--- config.mk ---
export PLATFORM = sky130hd
export DESIGN_NAME = bmdma_chan_regs
export DESIGN_NICKNAME = d
export VERILOG_FILES = /design/src/rtl/bmdma_pkg.sv /design/src/rtl/bmdma_cmd_unit.sv /design/src/rtl/bmdma_stat_unit.sv /design/src/rtl/bmdma_ptr_unit.sv /design/src/rtl/bmdma_chan_regs.sv
export SDC_FILE = /design/constraint.sdc
export NUM_CORES = 1
export LEC_CHECK = 0
export BUFFER_PORTS_ARGS = -buffer_cell sky130_fd_sc_hd__buf_2
export CAP_MARGIN = 5
export CORE_MARGIN = 10
export CORE_UTILIZATION = 34
export DETAILED_ROUTE_END_ITERATION = 16
export GPL_TIMING_DRIVEN = 0
export HOLD_SLACK_MARGIN = 0.06
export PLACE_DENSITY = 0.58
export REMOVE_ABC_BUFFERS = 1
export SLEW_MARGIN = 30
export SYNTH_ARGS = -nofsm -noshare
export SYNTH_HDL_FRONTEND = slang
export SYNTH_SLANG_ARGS = --single-unit
--- constraint.sdc ---
create_clock -name clk -period 2.2 [get_ports clk]
set_clock_uncertainty 0.2 [all_clocks]
set_input_delay 0.44 -clock clk [delete_from_list [all_inputs] [get_ports clk]]
set_output_delay 0.44 -clock clk [all_outputs]
set_load 0.01 [all_outputs]
--- src/rtl/bmdma_pkg.sv ---
package bmdma_pkg;
    localparam int REG_BYTES = 8;
    localparam int OFF_W     = $clog2(REG_BYTES);
    localparam int BUS_W     = 32;
    localparam int PTR_W     = 32;
    localparam int IMG_W     = 8 * REG_BYTES;

    localparam int OFF_CMD  = 0;
    localparam int OFF_STAT = 2;
    localparam int OFF_PTR  = 4;

    localparam int CMD_RUN_BIT = 0;
    localparam int CMD_DIR_BIT = 3;

    localparam int ST_BUSY_BIT = 0;
    localparam int ST_ERR_BIT  = 1;
    localparam int ST_IRQ_BIT  = 2;
    localparam int ST_CAP0_BIT = 5;
    localparam int ST_CAP1_BIT = 6;

    typedef enum logic [1:0] {
        ACC_BYTE = 2'd0,
        ACC_HALF = 2'd1,
        ACC_WORD = 2'd2,
        ACC_RSVD = 2'd3
    } acc_size_e;

    typedef struct packed {
        logic             run;
        logic             dir;
        logic             go;
        logic             stop;
        logic [PTR_W-1:0] launch_ptr;
    } cmd_state_t;

    typedef struct packed {
        logic       busy;
        logic       err;
        logic       irq;
        logic [1:0] cap;
    } stat_state_t;
endpackage

--- src/rtl/bmdma_cmd_unit.sv ---
module bmdma_cmd_unit
    import bmdma_pkg::*;
(
    input  logic             clk,
    input  logic             rst_n,
    input  logic             wr_en,
    input  logic [7:0]       wr_byte,
    input  logic [PTR_W-1:0] cur_ptr,
    input  logic             done,
    output logic [7:0]       cmd_byte,
    output logic             run_rise,
    output logic             run_fall,
    output logic             go_pulse,
    output logic             stop_pulse,
    output logic [PTR_W-1:0] go_ptr
);
    cmd_state_t cmd_d, cmd_q;
    logic       unused_bits;

    assign unused_bits = ^{wr_byte[7:4], wr_byte[2:1]};

    always_comb begin
        cmd_d      = cmd_q;
        cmd_d.go   = 1'b0;
        cmd_d.stop = 1'b0;
        run_rise   = 1'b0;
        run_fall   = 1'b0;
        if (wr_en) begin
            if (!cmd_q.run) begin
                cmd_d.dir = wr_byte[CMD_DIR_BIT];
            end
            if (!done) begin
                cmd_d.run = wr_byte[CMD_RUN_BIT];
                run_rise  = !cmd_q.run &&  wr_byte[CMD_RUN_BIT];
                run_fall  =  cmd_q.run && !wr_byte[CMD_RUN_BIT];
            end
        end
        if (done) begin
            cmd_d.run = 1'b0;
        end
        cmd_d.go   = run_rise;
        cmd_d.stop = run_fall;
        if (run_rise) begin
            cmd_d.launch_ptr = cur_ptr;
        end
    end

    always_ff @(posedge clk or negedge rst_n) begin
        if (!rst_n) begin
            cmd_q <= '0;
        end else begin
            cmd_q <= cmd_d;
        end
    end

    always_comb begin
        cmd_byte              = '0;
        cmd_byte[CMD_RUN_BIT] = cmd_q.run;
        cmd_byte[CMD_DIR_BIT] = cmd_q.dir;
    end

    assign go_pulse   = cmd_q.go;
    assign stop_pulse = cmd_q.stop;
    assign go_ptr     = cmd_q.launch_ptr;
endmodule

--- src/rtl/bmdma_stat_unit.sv ---
module bmdma_stat_unit
    import bmdma_pkg::*;
(
    input  logic       clk,
    input  logic       rst_n,
    input  logic       wr_en,
    input  logic [7:0] wr_byte,
    input  logic       busy_set,
    input  logic       busy_clr,
    input  logic       done,
    output logic [7:0] stat_byte
);
    stat_state_t stat_d, stat_q;
    logic        unused_bits;

    assign unused_bits = ^{wr_byte[7], wr_byte[4:3], wr_byte[0]};

    always_comb begin
        stat_d = stat_q;
        if (busy_set) begin
            stat_d.busy = 1'b1;
        end else if (busy_clr || done) begin
            stat_d.busy = 1'b0;
        end
        if (wr_en) begin
            if (wr_byte[ST_ERR_BIT]) begin
                stat_d.err = 1'b0;
            end
            if (wr_byte[ST_IRQ_BIT]) begin
                stat_d.irq = 1'b0;
            end
            stat_d.cap = {wr_byte[ST_CAP1_BIT], wr_byte[ST_CAP0_BIT]};
        end
        if (done) begin
            stat_d.irq = 1'b1;
        end
    end

    always_ff @(posedge clk or negedge rst_n) begin
        if (!rst_n) begin
            stat_q     <= '0;
            stat_q.cap <= 2'b11;
        end else begin
            stat_q <= stat_d;
        end
    end

    always_comb begin
        stat_byte              = '0;
        stat_byte[ST_BUSY_BIT] = stat_q.busy;
        stat_byte[ST_ERR_BIT]  = stat_q.err;
        stat_byte[ST_IRQ_BIT]  = stat_q.irq;
        stat_byte[ST_CAP0_BIT] = stat_q.cap[0];
        stat_byte[ST_CAP1_BIT] = stat_q.cap[1];
    end
endmodule

--- src/rtl/bmdma_ptr_unit.sv ---
module bmdma_ptr_unit
    import bmdma_pkg::*;
(
    input  logic             clk,
    input  logic             rst_n,
    input  logic             wr_en,
    input  logic [PTR_W-1:0] wr_word,
    output logic [PTR_W-1:0] ptr
);
    logic [PTR_W-1:0] ptr_d, ptr_q;
    logic             unused_bits;

    assign unused_bits = ^wr_word[1:0];

    always_comb begin
        ptr_d = ptr_q;
        if (wr_en) begin
            ptr_d = {wr_word[PTR_W-1:2], 2'b00};
        end
    end

    always_ff @(posedge clk or negedge rst_n) begin
        if (!rst_n) begin
            ptr_q <= '0;
        end else begin
            ptr_q <= ptr_d;
        end
    end

    assign ptr = ptr_q;
endmodule

--- src/rtl/bmdma_chan_regs.sv ---
module bmdma_chan_regs
    import bmdma_pkg::*;
(
    input  logic             clk,
    input  logic             rst_n,
    input  logic             reg_wr,
    input  logic [1:0]       reg_size,
    input  logic [OFF_W-1:0] reg_addr,
    input  logic [BUS_W-1:0] reg_wdata,
    output logic [BUS_W-1:0] reg_rdata,
    input  logic             dev_done,
    output logic             dma_start,
    output logic             dma_abort,
    output logic [PTR_W-1:0] dma_ptr
);
    logic             wr_cmd, wr_stat, wr_ptr;
    logic [7:0]       cmd_byte, stat_byte;
    logic [PTR_W-1:0] ptr_val;
    logic             run_rise, run_fall;
    logic [IMG_W-1:0] image, shifted;
    logic [BUS_W-1:0] size_mask;
    logic             unused_bits;

    assign wr_cmd  = reg_wr && (reg_addr == OFF_W'(OFF_CMD))  && (reg_size == ACC_BYTE);
    assign wr_stat = reg_wr && (reg_addr == OFF_W'(OFF_STAT)) && (reg_size == ACC_BYTE);
    assign wr_ptr  = reg_wr && (reg_addr == OFF_W'(OFF_PTR))  && (reg_size == ACC_WORD);

    bmdma_cmd_unit u_cmd (
        .clk        (clk),
        .rst_n      (rst_n),
        .wr_en      (wr_cmd),
        .wr_byte    (reg_wdata[7:0]),
        .cur_ptr    (ptr_val),
        .done       (dev_done),
        .cmd_byte   (cmd_byte),
        .run_rise   (run_rise),
        .run_fall   (run_fall),
        .go_pulse   (dma_start),
        .stop_pulse (dma_abort),
        .go_ptr     (dma_ptr)
    );

    bmdma_stat_unit u_stat (
        .clk       (clk),
        .rst_n     (rst_n),
        .wr_en     (wr_stat),
        .wr_byte   (reg_wdata[7:0]),
        .busy_set  (run_rise),
        .busy_clr  (run_fall),
        .done      (dev_done),
        .stat_byte (stat_byte)
    );

    bmdma_ptr_unit u_ptr (
        .clk     (clk),
        .rst_n   (rst_n),
        .wr_en   (wr_ptr),
        .wr_word (reg_wdata[PTR_W-1:0]),
        .ptr     (ptr_val)
    );

    always_comb begin
        image                       = '0;
        image[8*OFF_CMD +: 8]       = cmd_byte;
        image[8*OFF_STAT +: 8]      = stat_byte;
        image[8*OFF_PTR +: PTR_W]   = ptr_val;
        shifted                     = image >> {reg_addr, 3'b000};
        case (reg_size)
            ACC_BYTE: size_mask = BUS_W'(32'h0000_00FF);
            ACC_HALF: size_mask = BUS_W'(32'h0000_FFFF);
            default:  size_mask = '1;
        endcase
        reg_rdata = shifted[BUS_W-1:0] & size_mask;
    end

    assign unused_bits = ^shifted[IMG_W-1:BUS_W];
endmodule

======== Word level (Yosys, flattened, before mapping) ========
Cells that the tools add are included.
cells by class
  $lt $le $gt $ge ......................... 0
  $add $sub $neg .......................... 0
  bitwise logic cells ..................... 2
  eq/ne operators ......................... 4
  shift operators ......................... 1
  multipliers ............................. 0
  muxes and demuxes ....................... 13
  reduce and logical (&&, ||, !) cells .... 19
  divide/modulo/power cells ............... 0
operators with widths
  cell                  count
  $pmux W32 S2          1
  $shr A64 B6 Y32       1
  $and A32 B32 Y32      1
  $mux W1               10
  $logic_and A1 B1 Y1   8
  $reduce_bool A2 Y1    4
  $reduce_and A2 Y1     2
  $eq A3 B2 Y1 const B  1
  $eq A3 B3 Y1 const B  1
  $logic_not A3 Y1      1
  $mux W3               1
  $eq A2 B1 Y1 const B  1
  $eq A2 B2 Y1 const B  1
  $logic_not A1 Y1      2
  $logic_not A2 Y1      1
  $mux W2               1
  $logic_or A1 B1 Y1    1
  $not A1 Y1            1
storage, ports and cells
  output and inout bits ................... 66
  logic and storage cells ................. 48
  memory bits (writable) .................. 0
  register bits after elaboration ......... 68
  bits of input ports ..................... 41
  bits in latches ......................... 0
  memories ................................ 0
  memory bits (read-only) ................. 0

======== Longest topological paths before layout ========
Gate-level depths: netlist of run 1.
  word-level depth ........................ 7
  mapped depth ............................ 6
  depth with buffers taken out ............ 3

======== Cells and area by module ========
A second synthesis of run 1 with hierarchy kept.
second synthesis, totals
  cells, all modules ...................... 319
  area total of the unflattened synthesis .. 4271.6 um2
modules (own cells, without submodules)
  module           times used  sequential area each (um2)  cells each  area each (um2)
  bmdma_cmd_unit   1           900.9                       85          1549.0
  bmdma_chan_regs  1           0.0                         153         1287.5
  bmdma_ptr_unit   1           750.7                       66          1253.7
  bmdma_stat_unit  1           102.6                       15          181.4

======== Worst setup path after synthesis of run 1 ========
No wires, ideal clock.
  kind .................................... in2out
  start ................................... in reg_addr[0]
  end ..................................... out reg_rdata[26]
  arrival ................................. 1.654 ns
  cell stages on the path ................. 5
  data required time ...................... 1.560 ns
  slack ................................... -0.094 ns
  buffers on the path ..................... 3
  cells stage by stage .................... clkbuf_1 -> buf_2 -> buf_1 -> nand2_1 -> a221oi_1
between the ends
  cells in the longest elaborated chain, start to end .. 2
RTL lines
  item                line                   source
  start: declaration  bmdma_chan_regs.sv:8   input logic [OFF_W-1:0] reg_addr,
  $shr A64 B6 Y32     bmdma_chan_regs.sv:67  shifted = image >> {reg_addr, 3'b000};
  $and A32 B32 Y32    bmdma_chan_regs.sv:73  reg_rdata = shifted[BUS_W-1:0] & size_mask;
  end: declaration    bmdma_chan_regs.sv:10  output logic [BUS_W-1:0] reg_rdata,
Every way passes these cells.

======== Worst setup path in the final report of run 1 ========
  start ................................... in reg_addr[1]
  end ..................................... out reg_rdata[28]
The elaborated chain is that of the path after synthesis.

==> results.json, run 1 <==
{
  "multi_input_area_sq_mm": 0.00220,
  "synth-compound-area-share": 0.107,
  "fp.dieH_um": 128,
  "drt_pass1_iterations": 4,
  "synth_edf_count": 0,
  "fin_ws_ps": -26.0,
  "ctsRootBufferMaster": "clkbuf_16",
  "dp_hpwl_um": 8070,
  "cts.sinks": 68,
  "p_leak_nw": 2.65,
  "maxSlewHeadroom": 0.561,
  "fin_crit_ps": 2230,
  "cellPowerDensity_mw_per_mm2": 726,
  "cts_max_level": 3,
  "coreArea_sq_mm": 0.0114,
  "grtUsageTotal": 0.142,
  "ys_ff_latch": 68,
  "dr_total_vias": 3125,
  "grt_pass1_wl_um": 18500,
  "drtAntennaViolNets": 0,
  "ys_warn_count": 0,
  "required_ps": 1560,
  "timing.rr.start": "u_cmd.cmd_byte[0]$_DFFE_PN0P_",
  "dpl-instance-area_sq_mm": 0.00462,
  "path_max_fanout": 50,
  "syn_area_sq_mm": 0.00398,
  "drive_above_1_share": 0.527,
  "area_delta_synth_final_pct": 30.3,
  "fin_setup_tns_ps": -41.5,
  "synth-simple-area-share": 0.122,
  "synth_top_family_by_area": "multiplexers",
  "hold_viol": 0,
  "die_area_sq_mm": 0.0164,
  "cp-start-kind": "primary input",
  "synth_cells": 341,
  "cts_tree": "done",
  "synth_adder_area_share": 0,
  "io_pins": 107,
  "synth-main-ff-cell": "dfrtp_1",
  "regArea_sq_mm": 0.00171,
  "seq_area_frac_synth": 0.429,
  "hold_slack_ps": 138,
  "crit_path_start": "reg_addr[1]",
  "timing.reg2reg.setup_slack_ps": 490,
  "violations": "setup timing",
  "setup_viol": 3,
  "arrival_ps": 1590,
  "grt_max_degree": 62,
  "crit_path_end": "reg_rdata[28]",
  "floorplan.rows": 39,
  "avgSynthCellArea_sq_um": 11.7,
  "route.detailed.drc": 0,
  "synthArstFlopShare": 1.00,
  "synth-xor-area-share": 0,
  "drtIter0Drc": 253,
  "status": "complete, but fails checks",
  "ir_worst_vdd_mv": 0.303,
  "totalWireLength_um": 11800,
  "cts_max_path_buffers": 2,
  "min_period_over_period": 1.01,
  "initial_core_util": 0.348,
  "diodes": 0,
  "max_cap_violations": 0,
  "overflow": 0,
  "fin_nets": 488,
  "antenna_found_initial": 0,
  "grt_pass1_vias": 3213,
  "crit_type": "in2out",
  "synthDistinctLibCells": 49,
  "r2r_cells": 4,
  "avgRoutedWirePerCell_um": 19.7,
  "hold_path_class": "in2reg",
  "cts_buffers": 9,
  "slew_violations": 0,
  "place.port_buffers": 103,
  "fin_area_sq_mm": 0.00518,
  "synth_mux_area_frac": 0.300,
  "cp-end-kind": "primary output",
  "die_x_um": 128,
  "clk_pin_slew_ps": 50,
  "num-fill-cells": 1093,
  "clock_latency_ps": 330,
  "utilization": 0.454,
  "r2r-end": "u_cmd.go_ptr[30]$_DFFE_PN0P_",
  "worst_pin_slew_ps": 656,
  "gp_congestion": 0.779,
  "routed_via_density": 5.25,
  "fmax_ghz": 0.449,
  "rsz0062_at_grt": "true"
}
-- final cells by class --
cell class,instances,area share
Tap cell,143,0.0345
Timing Repair Buffer,121,0.154
Sequential cell,68,0.330
Clock inverter,2,0.00193
Inverter,3,0.00242
Multi-Input combinational cell,244,0.424
Clock buffer,14,0.0529
-- cell usage after synthesis, types with 6 or more instances --
master    instances  area share
a21oi_1          14       0.018
a221oi_1         10       0.022
and3b_1           8       0.018
buf_2            11       0.014
clkbuf_1          8      0.0076
dfrtp_1          66        0.42
mux2_2           49        0.14
mux2_4           30        0.11
mux2i_1          19       0.048
nand2_1          25       0.024
nand3_1           6      0.0076
nand3b_1          8       0.015
nor2_1           11       0.010
o21ai_0           7      0.0088
-- power by group --
| group | leakage [nW] | total (mW) | internal (mW) | switching [mW] |
|---|---|---|---|---|
| clock | 0.143 | 1.36 | 0.851 | 0.506 |
| sequential | 0.894 | 1.59 | 1.41 | 0.179 |
| combinational | 1.61 | 0.815 | 0.444 | 0.371 |
-- sequential cells by signal (all words and copies together), names as in the netlist --
signal / cells
u_cmd.go_ptr: 30
u_cmd.stop_pulse: 1
u_cmd.go_pulse: 1
u_ptr.ptr: 30
u_cmd.cmd_byte: 2
u_stat.stat_byte: 4
-- cells by family (layout without fill, tap and decap cells) --
logic type             Yosys count  count (layout)
AO/OA/AOI/OAI                   61              61
other                            1               2
multiplexers                    98              98
AND/OR/NAND/NOR                 83              83
flip-flops                      68              68
buffers and inverters           30             140
-- worst min-delay path by stage --
| stage | startpoint | depth (start not counted) | end |
|---|---|---|---|
| 6_report | reg_wdata[17] | 2 | u_ptr.ptr[17]$_DFFE_PN0P_ |
| 5_1_grt | reg_wdata[7] | 2 | u_ptr.ptr[7]$_DFFE_PN0P_ |
| 4_1_cts | reg_wdata[17] | 2 | u_ptr.ptr[17]$_DFFE_PN0P_ |
| 3_5_place_dp | rst_n | 1 | u_cmd.go_ptr[20]$_DFFE_PN0P_ |
| 3_3_place_gp | u_stat.stat_byte[2]$_DFFE_PN0P_ | 1 | u_stat.stat_byte[2]$_DFFE_PN0P_ |
| 2_1_floorplan | rst_n | 0 | u_cmd.cmd_byte[0]$_DFFE_PN0P_ |
-- cells in the final DEF (no fill, tap or decap), drive strengths merged, types with 6 or more instances in the layout --
master  synthesis  routed
nand3           6       6
a221oi         10      10
mux2           79      79
and3b           8       8
nand3b          8       8
nand2          25      25
dfrtp          66      66
a21oi          14      14
nor2           12      12
buf            19     119
o21ai           7       7
clkbuf          8      14
mux2i          19      19
-- routing by layer --
layer / share of wire / vias to the layer above / track usage
li1: - / 1483 / -
met1: 0.44 / 1522 / 0.178
met2: 0.47 / 99 / 0.221
met3: 0.068 / 21 / 0.0385
met4: 0.026 / 0 / 0.0689
met5: 0 / - / 0
-- per-stage QoR --
| stage | total power [mW] | cells | worst slack (ps) |
|---|---|---|---|
| after floorplan | 1.99 | 315 | -590 |
| after global routing | 3.96 | 595 | -85.9 |
| final | 3.76 | 595 | -26.0 |
| after CTS | 3.76 | 587 | -42.8 |
| after detailed placement | 2.32 | 564 | -811 |
| after global placement | 2.28 | 561 | -2190 |
-- worst max-delay path, cell delays in order --
cell,delay [ps]
buf_12,220
mux2_2,370
a221oi_1,290
a211oi_1,90
buf_2,160
-- what timing repair did --
item | in CTS | in global routing
endpoints found under the hold margin | 31 | 0
pin swaps | 1 | 5
hold buffers | 1 | 0
setup buffers | 5 | 8
cloned | 1 | 0
gates resized for setup | 24 | 10
endpoints found under the setup margin | 93 | 15
Note: power is estimated with default switching activity, not from simulation.
==> run 2, diff against run 1 <==
- ABC_AREA: unset -> 1
==> run 2 against run 1 <==
The flow now finishes without violations. Register-to-register slack improved by 90 ps. Clock power decreased by 4%. Final cell count increased by 37%. Flip-flop and latch count unchanged. Global-route usage increased by 1.4 points. Critical path type unchanged. Critical endpoint unchanged.
==> results.json, run 2 <==
{
  "status": "finished, final reports clean",
  "cp-end-kind": "primary output",
  "maxSlewHeadroom": 0.618,
  "overflow": 0,
  "grt_pass1_wl_um": 20300,
  "cts_tree": "done",
  "netlist.top_cell.by_area": "dfrtp_1",
  "mostFrequentLayoutCell": "nand2_1",
  "arrival_ps": 1500,
  "num-fill-cells": 1177,
  "initial_core_util": 0.350,
  "regArea_sq_mm": 0.00170,
  "min_to": "u_ptr.ptr[14]$_DFFE_PN0P_",
  "totalWireLength_um": 12600,
  "die_x_um": 126,
  "io_pins": 107,
  "swShare": 0.314,
  "drive_above_1_share": 0.236,
  "required_ps": 1560,
  "ctsRootBufferMaster": "clkbuf_16",
  "min_period_over_period": 0.974,
  "cts_max_path_buffers": 2,
  "syn_area_sq_mm": 0.00383,
  "clk_pin_slew_ps": 60,
  "p_clk_frac": 0.361,
  "grtUsageTotal": 0.156,
  "coreArea_sq_mm": 0.0109,
  "path_max_fanout": 8,
  "min_path_cells": 3,
  "timing.rr.start": "u_cmd.cmd_byte[0]$_DFFE_PN0P_",
  "floorplan.rows": 38,
  "dp.cells": 783,
  "dp_slack_ps": -1070,
  "max_cap_violations": 0,
  "worst_pin_slew_ps": 572,
  "fp.dieH_um": 126,
  "ys_warn_count": 0,
  "cts_max_level": 3,
  "setup_viol": 0,
  "r2r-end": "u_cmd.go_ptr[11]$_DFFE_PN0P_",
  "timing.reg2reg.setup_slack_ps": 580,
  "cp_top_family": "buffers and inverters",
  "dp_hpwl_um": 8750,
  "critPathBufInv": 5,
  "antenna_found_initial": 2,
  "fin_ws_ps": 57.5,
  "gp_congestion": 0.844,
  "synth_area_leaders": "dfrtp_1 (43%), nand2_1 (27%), nand3_1 (7.8%), inv_1 (3.9%), o21ai_0 (3.5%)",
  "synthDistinctLibCells": 26,
  "multi_input_area_sq_mm": 0.00184,
  "synth_edf_count": 0,
  "synthArstFlopShare": 1.00,
  "hold_viol": 0,
  "drtIter0Drc": 281,
  "synth_top_cells_by_count": "nand2_1 (273), dfrtp_1 (66), nand3_1 (60)",
  "dr_total_vias": 3882,
  "utilization": 0.448,
  "seqPwrFrac": 0.438,
  "final_cell_mix": "nand2_1 (270), buf_2 (100), dfrtp_1 (66)",
  "synth_top_area_frac": 0.431,
  "place.port_buffers": 103,
  "hold_path_class": "in2reg",
  "grt_pass1_vias": 3756,
  "yosysMostFrequentCell": "nand2_1",
  "cts_buffers": 9,
  "routed_via_density": 4.76,
  "seq_area_frac_synth": 0.445,
  "crit_type": "in2out",
  "synth_cells": 564,
  "p_int_mw": 2.47,
  "die_area_sq_mm": 0.0159,
  "rsz0062_at_grt": "true",
  "ir_worst_vdd_mv": 0.415,
  "p_leak_nw": 2.85,
  "slowest_delay_ps": 210,
  "ys_ff_latch": 68,
  "area_delta_synth_final_pct": 27.9,
  "final_cells": 816,
  "fin_nets": 713,
  "fin_crit_ps": 2140,
  "cp_cell_sequence": "buf_2, inv_4, nand2_8, nor2_4, buf_4, nand2_1, nand3_1, nand2_1, inv_1, buf_2",
  "p_switching_mw": 1.13,
  "drt_pass1_iterations": 5,
  "cts.sinks": 68,
  "clock_latency_ps": 330,
  "synth-main-ff-cell": "dfrtp_1",
  "drtAntennaViolNets": 0,
  "avgRoutedWirePerCell_um": 15.4,
  "hp-start": "reg_wdata[14]",
  "cp-start-kind": "primary input",
  "grt_max_degree": 48,
  "pwr-share-comb": 0.201,
  "slew_violations": 0,
  "fmax_ghz": 0.467,
  "avgSynthCellArea_sq_um": 6.80,
  "r2r_cells": 5,
  "route.detailed.drc": 0,
  "cellPowerDensity_mw_per_mm2": 735,
  "slowest_stage": "nor2_4"
}
==> run 2: cell count changes in the layout (fill, tap and decap cells not counted), moves of 22 or more <==
cell     delta
nand2_1   +245
nand3_1    +54
mux2_2     -47
inv_1      +36
mux2_4     -32
nor2_1     +22
==> run 2: cell type report <==
cell class                      instances  area share
Timing Repair inverter                  1     0.00153
Clock inverter                          3     0.00306
Timing Repair Buffer                  123       0.149
Inverter                               45      0.0385
Antenna cell                            1    0.000510
Sequential cell                        68       0.348
Tap cell                              140      0.0357
Multi-Input combinational cell        424       0.375
Clock buffer                           11      0.0495
==> run 2: worst register-to-register path, delay by kind of cell, from the launching register on <==
| kind | cells | cell delay [ps] |
|---|---|---|
| and+or+nand+nor | 4 | 670 |
| buffers and inverters | 1 | 210 |
| DFF | 1 | 430 |
==> run 2: how the worst max path moves through the flow <==
stage	start	end	slack [ps]	cells after the start
finish	reg_addr[1]	reg_rdata[28]	60	10
global route	reg_addr[1]	reg_rdata[30]	-9	9
CTS	reg_size[1]	u_cmd.go_ptr[11]$_DFFE_PN0P_	9	6
detailed placement	reg_addr[0]	u_cmd.go_ptr[29]$_DFFE_PN0P_	-1070	7
global placement	dev_done	u_cmd.go_ptr[22]$_DFFE_PN0P_	-1160	5
floorplan	reg_wdata[0]	u_cmd.go_ptr[10]$_DFFE_PN0P_	-80	5
==> run 2: through the flow <==
stage | hold WS, ps | instance area [sq um] | setup TNS (ps) | total power [mW]
floorplan | -55.6 | 3650 | -2400 | 1.96
global placement | 248 | 4340 | -80190 | 2.25
detailed placement | 221 | 4410 | -53200 | 2.28
CTS | 98.3 | 4840 | 0 | 3.61
global route | 110 | 4900 | -29.0 | 3.81
finish | 104 | 4900 | 0 | 3.60
==> run 2: power by group through the flow <==
stage               Sequential [mW]  Combinational, mW  Clock (mW)
global placement               1.59              0.662           0
global route                   1.60              0.825        1.38
detailed placement             1.59              0.685           0
CTS                            1.57              0.720        1.32
finish                         1.58              0.724        1.30
floorplan                      1.57              0.386           0
==> run 2: repair_timing <==
item | 4_1_cts | 5_1_grt
pin swaps | 1 | 3
buffers inserted | 9 | 6
resized for setup | 19 | 8
hold endpoints to repair | 31 | 0
cloned | 2 | 0
setup endpoints to repair | 67 | 46
hold buffers | 1 | 0
==> run 2: layer usage <==
layer  GRT usage  vias up  share of wire
met5           0        -        0.00056
met3      0.0516       17          0.075
li1            -     1966              -
met2       0.246      104           0.45
met4      0.0549        2          0.018
met1       0.195     1793           0.46
==> run 2: cells by family (layout without fill, tap and decap cells) <==
group,after synthesis,after routing,share of synthesized area
AOI/OAI and AO/OA,44,44,0.0601
buffers and inverters,74,183,0.0917
DFF,68,68,0.445
other,1,3,0.000978
and+or+nand+nor,377,378,0.403
==> run 3, diff against run 2 <==
- PLACE_DENSITY: 0.58 -> 0.57
- SYNTH_HIERARCHICAL: unset -> 1
==> run 3 against run 2 <==
Routed wire length increased by 18%. Global-route usage increased by 0.92 points. Largest power group unchanged. Clock power increased by 5%. Critical path type unchanged. Clock-buffer cell count increased by 3. Highest routed layer is now met4. Critical endpoint is now reg_rdata[29]. Largest cell class unchanged.
==> results.json, run 3 <==
{
  "synth-main-ff-cell": "dfrtp_1",
  "area_delta_synth_final_pct": 24.6,
  "route.detailed.drc": 0,
  "status": "finished, final reports clean",
  "hold_slack_ps": 94.6,
  "die_x_um": 132,
  "num-fill-cells": 1390,
  "avgSynthCellArea_sq_um": 6.90,
  "totalWireLength_um": 14800,
  "dp_slack_ps": -1780,
  "grtUsageTotal": 0.165,
  "antenna_found_initial": 0,
  "synthDistinctLibCells": 28,
  "place.port_buffers": 105,
  "diodes": 0,
  "synth_top_cells_by_count": "nand2_1 (316), nand3_1 (83), dfrtp_1 (68)",
  "dp.cells": 865,
  "worst_pin_slew_ps": 803,
  "clk_pin_slew_ps": 50,
  "cts_max_level": 3,
  "drtIter0Drc": 449,
  "dp_hpwl_um": 9450,
  "utilization": 0.428,
  "avgRoutedWirePerCell_um": 16.5,
  "slowest_stage": "o22ai_1",
  "synth_area_leaders": "dfrtp_1 (40%), nand2_1 (28%), nand3_1 (9.7%), buf_4 (4.0%), buf_6 (2.4%)",
  "io_pins": 107,
  "synth_top_area_frac": 0.395,
  "ir_worst_vdd_mv": 0.362,
  "clock_latency_ps": 340,
  "floorplan.rows": 41,
  "mostFrequentLayoutCell": "nand2_1",
  "grt_pass1_vias": 4303,
  "die_area_sq_mm": 0.0176,
  "arrival_ps": 1500,
  "regArea_sq_mm": 0.00175,
  "required_ps": 1560,
  "cts_max_path_buffers": 2,
  "setup_viol": 0,
  "drtAntennaViolNets": 0,
  "multi_input_area_sq_mm": 0.00222,
  "gp_congestion": 0.796,
  "cp-start-kind": "primary input",
  "synth_edf_count": 0,
  "cts_buffers": 9,
  "crit_type": "in2out",
  "fin_crit_ps": 2140,
  "ys_ff_latch": 70,
  "p_leak_nw": 2.99,
  "max_cap_violations": 0,
  "fin_setup_tns_ps": 0,
  "synth_cells": 624,
  "dr_total_vias": 4388,
  "synthArstFlopShare": 1.00,
  "cp-end-kind": "primary output",
  "hold_viol": 0,
  "drive_above_1_share": 0.237,
  "coreArea_sq_mm": 0.0125,
  "netlist.top_cell.by_area": "dfrtp_1",
  "path_max_fanout": 19,
  "fin_ws_ps": 55.9,
  "drt_pass1_iterations": 5,
  "initial_core_util": 0.344,
  "cts_tree": "done",
  "overflow": 0,
  "dpl-instance-area_sq_mm": 0.00476,
  "slowest_delay_ps": 250,
  "hold_path_class": "in2reg",
  "yosysMostFrequentCell": "nand2_1",
  "fmax_ghz": 0.466,
  "fp.dieH_um": 132,
  "ctsRootBufferMaster": "clkbuf_16",
  "grt_pass1_wl_um": 23400,
  "final_cells": 901,
  "seq_area_frac_synth": 0.408,
  "maxSlewHeadroom": 0.464,
  "fin_total_pwr_mw": 3.67,
  "final_cell_mix": "nand2_1 (316), buf_2 (101), nand3_1 (83)",
  "cp_cell_sequence": "buf_8, inv_6, nor2_8, nand3_4, o22ai_1, buf_2",
  "min_period_over_period": 0.975,
  "ys_warn_count": 6,
  "slew_violations": 0,
  "cts.sinks": 70,
  "syn_area_sq_mm": 0.00430,
  "cellPowerDensity_mw_per_mm2": 684,
  "routed_via_density": 4.87,
  "fin_nets": 766,
  "largest_register_ffs": 32,
  "fin_area_sq_mm": 0.00536,
  "grt_max_degree": 51
}
-- run 3: cell count changes after synthesis, moves of 3 or more --
cell     delta
o22ai_1     +8
buf_4      +20
o21ai_2     +8
nand3_1    +23
inv_1      -22
o21ai_0    -17
nand2_1    +43
nor2_1      -8
buf_2       -4
buf_6       +3
-- run 3: final timing paths --
path	cells past startpoint	end	slack [ps]	from
setup / recovery	6	reg_rdata[29]	60	reg_addr[2]
min in group asynchronous	2	u_ptr/ptr[12]$_DFFE_PN0P_	390	rst_n
max in group asynchronous	3	u_stat/stat_byte[5]$_DFFE_PN1P_	800	rst_n
hold / removal	2	u_cmd/stop_pulse$_DFF_PN0_	90	reg_wdata[0]
hold reg to reg	2	u_cmd/go_ptr[31]$_DFFE_PN0P_	260	u_cmd/go_ptr[31]$_DFFE_PN0P_
setup reg to reg	4	u_cmd/go_ptr[27]$_DFFE_PN0P_	350	u_cmd/cmd_byte[0]$_DFFE_PN0P_
-- run 3: per-layer routing --
layer | GRT usage | wire [um] | vias up
met3 | 0.0443 | 961 | 16
met4 | 0.0550 | 176 | 0
met1 | 0.218 | 6890 | 2065
li1 | - | - | 2160
met2 | 0.255 | 6810 | 147
met5 | 0 | 0 | -
-- run 3: layout make-up --
class                           count  area share
Timing Repair Buffer              126       0.146
Inverter                           23      0.0231
Clock inverter                      1    0.000933
Tap cell                          172      0.0401
Multi-Input combinational cell    495       0.414
Clock buffer                       14      0.0492
Sequential cell                    70       0.327
-- run 3: power breakdown --
group	internal, mW	total (mW)	leakage (nW)	switching (mW)
combinational	0.271	0.733	1.93	0.462
clock	0.818	1.36	0.133	0.541
sequential	1.43	1.58	0.932	0.140
total	2.52	3.67	2.99	1.14
-- run 3: timing repair --
action / CTS / global route
setup endpoints to repair: 102 / 47
pin swaps: 5 / 3
gates cloned: 2 / 1
endpoints found under the hold margin: 32 / 0
setup buffers: 10 / 7
hold buffers: 1 / 0
gates resized for setup: 23 / 11
-- run 3: critical path: cells and delay by family --
family / cells / cell delay, ps
compound gates: 1 / 250
buf+inv: 3 / 430
simple gates: 2 / 370
-- run 3: kinds of logic (layout without fill, tap and decap cells) --
family | Yosys count | count (layout) | synth area share
and+or+nand+nor | 437 | 440 | 0.424
other | 3 | 12 | 0.00262
AOI/OAI and AO/OA | 43 | 43 | 0.0599
DFF | 70 | 70 | 0.408
buffers and inverters | 71 | 164 | 0.106
